[src/rtl/branch_resolve.sv]
module branch_resolve (
  input  logic [31:0] instr,
  input  logic [31:0] pc,
  input  logic [31:0] rs_val,
  input  logic [31:0] rt_val,
  output logic        taken,
  output logic        annul,
  output logic        link_we,
  output logic [31:0] link_value,
  output logic [31:0] next_pc,
  output logic        trap
);
  localparam int W = 32;
  localparam int OFFW = 16;
  localparam int IDXW = 26;

  logic [5:0] op;
  logic [4:0] rcode;
  logic [W-1:0] seq4, seq8, br_tgt, j_tgt;
  logic rs_neg, rs_zero, ops_eq;
  logic is_cti, cond, likely, link, jump, bad;

  assign op      = instr[31:26];
  assign rcode   = instr[20:16];
  assign seq4    = pc + W'(4);
  assign seq8    = pc + W'(8);
  assign br_tgt  = seq4 + {{(W-OFFW-2){instr[OFFW-1]}}, instr[OFFW-1:0], 2'b00};
  assign j_tgt   = {pc[W-1:IDXW+2], instr[IDXW-1:0], 2'b00};
  assign rs_neg  = rs_val[W-1];
  assign rs_zero = (rs_val == '0);
  assign ops_eq  = (rs_val == rt_val);

  always_comb begin
    is_cti = 1'b0;
    cond   = 1'b0;
    likely = 1'b0;
    link   = 1'b0;
    jump   = 1'b0;
    bad    = 1'b0;
    case (op)
      6'd1: begin
        if (rcode[3:2] != 2'b00) begin
          bad = 1'b1;
        end else begin
          is_cti = 1'b1;
          likely = rcode[1];
          link   = rcode[4];
          cond   = rcode[0] ? !rs_neg : rs_neg;
        end
      end
      6'd2, 6'd3: begin
        is_cti = 1'b1;
        jump   = 1'b1;
        cond   = 1'b1;
        link   = op[0];
      end
      6'd4, 6'd20: begin is_cti = 1'b1; likely = op[4]; cond = ops_eq; end
      6'd5, 6'd21: begin is_cti = 1'b1; likely = op[4]; cond = !ops_eq; end
      6'd6, 6'd22: begin is_cti = 1'b1; likely = op[4]; cond = rs_neg || rs_zero; end
      6'd7, 6'd23: begin is_cti = 1'b1; likely = op[4]; cond = !rs_neg && !rs_zero; end
      default: ;
    endcase
  end

  assign taken      = is_cti & cond;
  assign annul      = is_cti & likely & ~cond;
  assign link_we    = link;
  assign link_value = seq8;
  assign trap       = bad;
  assign next_pc    = taken ? (jump ? j_tgt : br_tgt) : (annul ? seq8 : seq4);

  always_comb begin
    p_annul_excl_r7: assert (!(annul && taken)) else $error("annul with taken");
    p_annul_pc_r7: assert (!annul || next_pc == pc + 32'd8) else $error("annul next_pc");
    p_fallthrough_r8: assert (taken || annul || next_pc == pc + 32'd4) else $error("fall-through next_pc");
    p_trap_quiet_r9: assert (!trap || (!taken && !annul && !link_we)) else $error("trap not quiet");
    p_link_addr_r3: assert (!link_we || link_value == pc + 32'd8) else $error("link value");
    p_jump_region_r2: assert (!(taken && (op == 6'd2 || op == 6'd3)) || next_pc[31:28] == pc[31:28])
      else $error("jump region");
  end
endmodule

[config.mk]
export PLATFORM = sky130hd
export DESIGN_NAME = branch_resolve
export DESIGN_NICKNAME = d
export VERILOG_FILES = /design/src/rtl/branch_resolve.sv
export SDC_FILE = /design/constraint.sdc
export NUM_CORES = 1
export LEC_CHECK = 0
export BUFFER_PORTS_ARGS = -buffer_cell sky130_fd_sc_hd__buf_2
export CAP_MARGIN = 20
export CORE_MARGIN = 3
export CORE_UTILIZATION = 50
export DETAILED_ROUTE_END_ITERATION = 8
export GPL_TIMING_DRIVEN = 1
export PLACE_DENSITY = 0.87
export SLEW_MARGIN = 20
export SYNTH_ARGS = -nofsm -noshare
export SYNTH_HDL_FRONTEND = slang
export SYNTH_SLANG_ARGS = --single-unit
[constraint.sdc]
create_clock -name vclk -period 3.91
set_input_delay 0 -clock vclk [all_inputs]
set_output_delay 0 -clock vclk [all_outputs]
set_load 0.01 [all_outputs]
==> results of run 1 <==
-- path summary, 6_finish.rpt --
| kind | start | endpoint | slack (ns) | cells past startpoint |
|---|---|---|---|---|
| worst max-delay path | pc[6] | next_pc[31] | 0.04 | 18 |
| worst min-delay path | pc[0] | link_value[0] | 0.20 | 2 |
-- metrics by stage --
| step | util (%) | setup TNS, ns | power (W) | cell area [µm²] | worst slack (ns) |
|---|---|---|---|---|---|
| floorplan | - | 0 | 0.0004497 | 4156 | 0.4277 |
| global placement | 65.99 | 0 | 0.0006863 | 5205 | 0.2064 |
| detailed placement | 65.99 | 0 | 0.0006989 | 5205 | 0.08111 |
| CTS | 65.99 | 0 | 0.0007032 | 5205 | 0.06622 |
| global route | 67.07 | -0.07433 | 0.0007904 | 5290 | -0.07403 |
| finish | 67.07 | 0 | 0.0007285 | 5290 | 0.04243 |
-- metal layers --
layer | track usage (%) | up-vias | wire length (µm)
met5 | 0 | - | 13
met4 | 6.156 | 2 | 501
met3 | 3.374 | 55 | 1590
met2 | 55.25 | 339 | 7747
met1 | 44.69 | 2520 | 6854
li1 | - | 2575 | -
-- repair_timing --
item,4_1_cts,5_1_grt
gates resized for setup,0,16
setup buffers,0,1
endpoints found under the setup margin,0,8
-- kinds of logic after synthesis --
family	share of synthesized area, %
compound gates	25.44
xor+xnor	25.29
fa+ha+maj	11.62
buf+inv	5.478
mux	3.853
simple gates	28.33
-- synth_stat cells, drive strengths merged, types with 2 or more instances --
master   count  share of area, %
xor2        38               8.0
ha          37                11
o221ai       4              0.84
o211ai       6               1.1
xnor2       82                17
o22ai        2              0.45
o41ai        2              0.60
nor3b        2              0.36
nor4        13               2.0
nand3b       2              0.36
and2        10               1.5
nand2       62               5.6
a211oi      16               2.9
a21o        16               2.9
clkbuf      23               3.0
nor2b        5              0.75
o31ai        2              0.36
a311o        2              0.48
and4         4              0.84
mux2i       16               3.9
o21bai       2              0.36
nor2        54               4.9
buf          9               1.3
o21ai       21               2.6
nor3         9               1.1
nand4       22               3.3
inv         12               1.1
a31oi        3              0.81
nand3       20               2.6
a2111oi      2              0.42
a31o         2              0.42
a21boi       3              0.63
and3        19               2.9
a32oi        2              0.42
a21oi       50               6.5
a22oi        3              0.54
o21a         6               1.1
or3          3              0.48
nand4b       2              0.42
-- worst max-delay path, cell delays in order --
cell	delay (ns)
buf_2	0.15
and4_1	0.24
and2_4	0.17
and3_4	0.23
nand3_1	0.14
nor2_1	0.19
xor2_1	0.21
ha_1	0.32
a21oi_1	0.25
o21ai_0	0.17
a31o_2	0.24
a21oi_1	0.25
o41ai_2	0.16
o21a_1	0.26
a2111oi_2	0.39
a31oi_1	0.12
o211ai_1	0.19
buf_2	0.16
-- layout make-up --
class,instances,area (µm²),share of cell area [%]
inverters,13,48.80,0.9224
multi-input cells,559,4013,75.85
well taps,102,127.6,2.412
repair buffers,212,1101,20.81
-- power by group through the flow --
stage               sequential [W]  clock, W  combinational [W]
finish                           0         0           0.000728
global route                     0         0           0.000790
CTS                              0         0           0.000703
detailed placement               0         0           0.000699
global placement                 0         0           0.000686
floorplan                        0         0           0.000450
==> impl_metrics.yaml, run 1 <==
status:
  status: "complete, no violations"
global_routing:
  grt.total_usage_pct: 32.55
  grt_first_pass_wirelength_um: 25900
  antenna_found_initial: 1
  grt_max_degree: 37
  grt_pass1_vias: 5237
  grt.overflow.total: 0
layout:
  n_antenna_cell: 0
  mostFrequentLayoutCell: "buf_2"
  final_cell_mix: "buf_2, xnor2_1, nand2_1"
  layout.cells.non_filler: 886
  fin_nets: 952
  area_delta_synth_final_pct: 27.27
  regArea_um2: 0
  clkbuf_count: 0
  seq_cell_count: 0
  fillers: 723
  drive_above_1_share_pct: 30.99
power_and_ir_drop:
  swShare_pct: 57.03
  p_comb_share_pct: 100.0
  irDropWorstVdd_mv: 0.08363
  power.switching_w: 0.0004154
  clkPwrFrac_pct: 0
  p_int_w: 0.0003131
  p_per_area_nw_per_um2: 137.7
  p_leak_nw: 2.513
  seqPwrFrac_pct: 0
synth:
  syn-num-nets: 770
  ys_types: 70
  syn_area_um2: 4156
  postSynthAreaPerCell_um2: 6.882
  yosysSeqAreaShare_pct: 0
  yosysWarnings: 0
  syn_inst: 604
timing:
  fin_crit_sh_pct: 98.91
  worstMarginPinSlew_ns: 0.7849
  drv_slew: 0
  period_needed_ns: 3.868
  setup_viol: 0
  worst_slew_margin_rel_pct: 47.62
  hold_viol: 0
  max_freq_mhz: 258.6
  hold_ws_ns: 0.1988
floorplan:
  core_um2: 7888
  std_cell_rows: 32
  initial_core_util_pct: 52.70
  die_area_um2: 9443
  ios: 196
  die_h_um: 97.18
  die_w_um: 97.18
place:
  port_buffers: 196
  place_congestion: 1.001
  dp_cells: 885
  dpl.hpwl_um: 13920
routing:
  drt_pass1_iterations: 5
  drcViolationCount: 0
  viasPerCell: 6.198
  wl_per_cell_um: 18.86
  drtIter0Drc: 524
  wirelength_um: 16710
  via_count: 5491
  ant_nets: 0
worst_hold_path:
  hold_path_class: "in -> out"
job:
  drv_cap: 0
setup_path:
  cp_max_fo: 7
  worstSetupPathType: "in -> out"
  end_kind: "output pin"
  start_kind: "input port"
  required_ns: 3.91
  cp.arrival_ns: 3.87
cts:
  hold_buffers: 0
Power figures use the tool's default switching activity.
==> run 2: changes to the inputs <==
--- a/config.mk
+++ b/config.mk
@@ -8,10 +8,11 @@
 export BUFFER_PORTS_ARGS = -buffer_cell sky130_fd_sc_hd__buf_2
 export CAP_MARGIN = 20
 export CORE_MARGIN = 3
-export CORE_UTILIZATION = 50
+export CORE_UTILIZATION = 28
 export DETAILED_ROUTE_END_ITERATION = 8
+export GPL_ROUTABILITY_DRIVEN = 0
 export GPL_TIMING_DRIVEN = 1
-export PLACE_DENSITY = 0.87
+export PLACE_DENSITY = 0.55
 export SLEW_MARGIN = 20
 export SYNTH_ARGS = -nofsm -noshare
 export SYNTH_HDL_FRONTEND = slang
==> run 2 against run 1 <==
  * Fmax grew 2.7%
  * Worst hold slack got worse by 0.0037 ns
  * First-iteration DRC count decreased by 48%
  * Sequential share of layout area did not move
  * Via count is 7.6% lower
  * Final cell count is 9.0% higher
  * Non-clock buffer count up 2
  * Utilization fell by 29 points
  * Die area rose by 73%
  * Largest cell class unchanged
==> impl_metrics.yaml, run 2 (same netlist as run 1, synthesis figures left out) <==
timing:
  period_needed_ns: 3.765
  fin_crit_sh_pct: 96.29
  drv_slew: 0
  finalSetupTns_ns: 0
  rsz0062_at_grt: "false"
  setup_viol: 0
  worst_slew_margin_rel_pct: 47.39
  worstMarginPinSlew_ns: 0.7875
  hold_viol: 0
  max_freq_mhz: 265.6
layout:
  seq_cell_count: 0
  clkbuf_count: 0
  fillers: 1606
  area_delta_synth_final_pct: 29.44
  multiInputGateArea_um2: 3990
  mostFrequentLayoutCell: "buf_2"
  regArea_um2: 0
  drive_above_1_share_pct: 31.17
  fin_nets: 954
  n_antenna_cell: 0
  layout.cells.non_filler: 966
  final_cell_mix: "buf_2, xnor2_1, nand2_1"
floorplan:
  ios: 196
  core_um2: 14200
  die_w_um: 127.8
  std_cell_rows: 43
  die_area_um2: 16340
  die_h_um: 127.8
  initial_core_util_pct: 29.26
routing:
  wirelength_met1_um: 7519
  met2_wirelength_um: 8008
  wirelength_um: 16670
  viasPerCell: 5.253
  via_count: 5074
  ant_nets: 0
  drcViolationCount: 0
  top_layer: "met5"
  drtIter0Drc: 270
  drt_pass1_iterations: 5
  wl_per_cell_um: 17.25
  dr_wl_met3_um: 974
cts:
  cts_resized: 0
  hold_buffers: 0
  post_cts_buffers: 0
power_and_ir_drop:
  clkPwrFrac_pct: 0
  p_per_area_nw_per_um2: 132.7
  seqPwrFrac_pct: 0
  p_comb_share_pct: 100.0
  power.switching_w: 0.0004010
  swShare_pct: 56.14
  p_leak_nw: 2.518
  p_int_w: 0.0003132
  irDropWorstVdd_mv: 0.06531
global_routing:
  grt.overflow.total: 0
  grt.total_usage_pct: 18.96
  antenna_found_initial: 1
  grt_pass1_vias: 4890
  grt_max_degree: 38
  grt_first_pass_wirelength_um: 25600
setup_path:
  start_kind: "input port"
  cp_slowest_cell: "a2111oi_2"
  cp_max_fo: 7
  worstSetupPathType: "in -> out"
  max_stage_delay_ns: 0.37
  critPathBufInv: 2
  required_ns: 3.91
  cp.arrival_ns: 3.77
  worst_path_most_repeated_cell: "and3_1"
  crit_family: "simple AND/OR/NAND/NOR gates"
  path_cells: "buf_2 -> and4_1 -> and4_2 -> and3_1 -> and3_1 -> and3_1 -> and3_1 -> nand2_1 -> xnor2_2 -> ha_1 -> a21o_1 -> a21oi_1 -> o41ai_2 -> o21a_1 -> a2111oi_2 -> a31oi_1 -> o211ai_1 -> buf_2"
  end_kind: "output pin"
place:
  dpl.hpwl_um: 14230
  port_buffers: 196
  dp_cells: 966
status:
  status: "complete, no violations"
worst_hold_path:
  hold_path_class: "in -> out"
job:
  drv_cap: 0
## run 2: area by class of cell
cell class	count	area share, %
tap	180	4.186
multi-input combinational	559	74.16
inverter	13	0.9070
timing repair buffer	214	20.74
## run 2: worst paths after layout
kind | endpoint | from | cells after the start | slack, ns
max | next_pc[31] | pc[6] | 18 | 0.14
min | link_value[0] | pc[0] | 2 | 0.20
## run 2: layer usage
layer  GRT usage, %  vias up
li1               -     2580
met3          2.375       10
met4          1.561        2
met1          26.06     2341
met2          32.96      141
met5              0        -
## run 2: per-stage QoR
step,total power (W),utilization [%],worst slack (ns),hold slack [ns],area (µm²)
after floorplan,0.0004497,-,0.4277,0.04351,4156
after global placement,0.0007057,37.54,0.1632,0.1943,5333
after detailed placement,0.0006996,37.54,0.1408,0.1980,5333
after CTS,0.0007048,37.54,0.1287,0.1985,5333
after global routing,0.0007868,37.88,0.001018,0.2074,5380
final,0.0007142,37.88,0.1449,0.1951,5380
## run 2: power groups by stage
stage / combinational [W] / sequential, W / clock, W
after floorplan: 0.000450 / 0 / 0
after global placement: 0.000706 / 0 / 0
after detailed placement: 0.000700 / 0 / 0
after CTS: 0.000705 / 0 / 0
after global routing: 0.000787 / 0 / 0
final: 0.000714 / 0 / 0
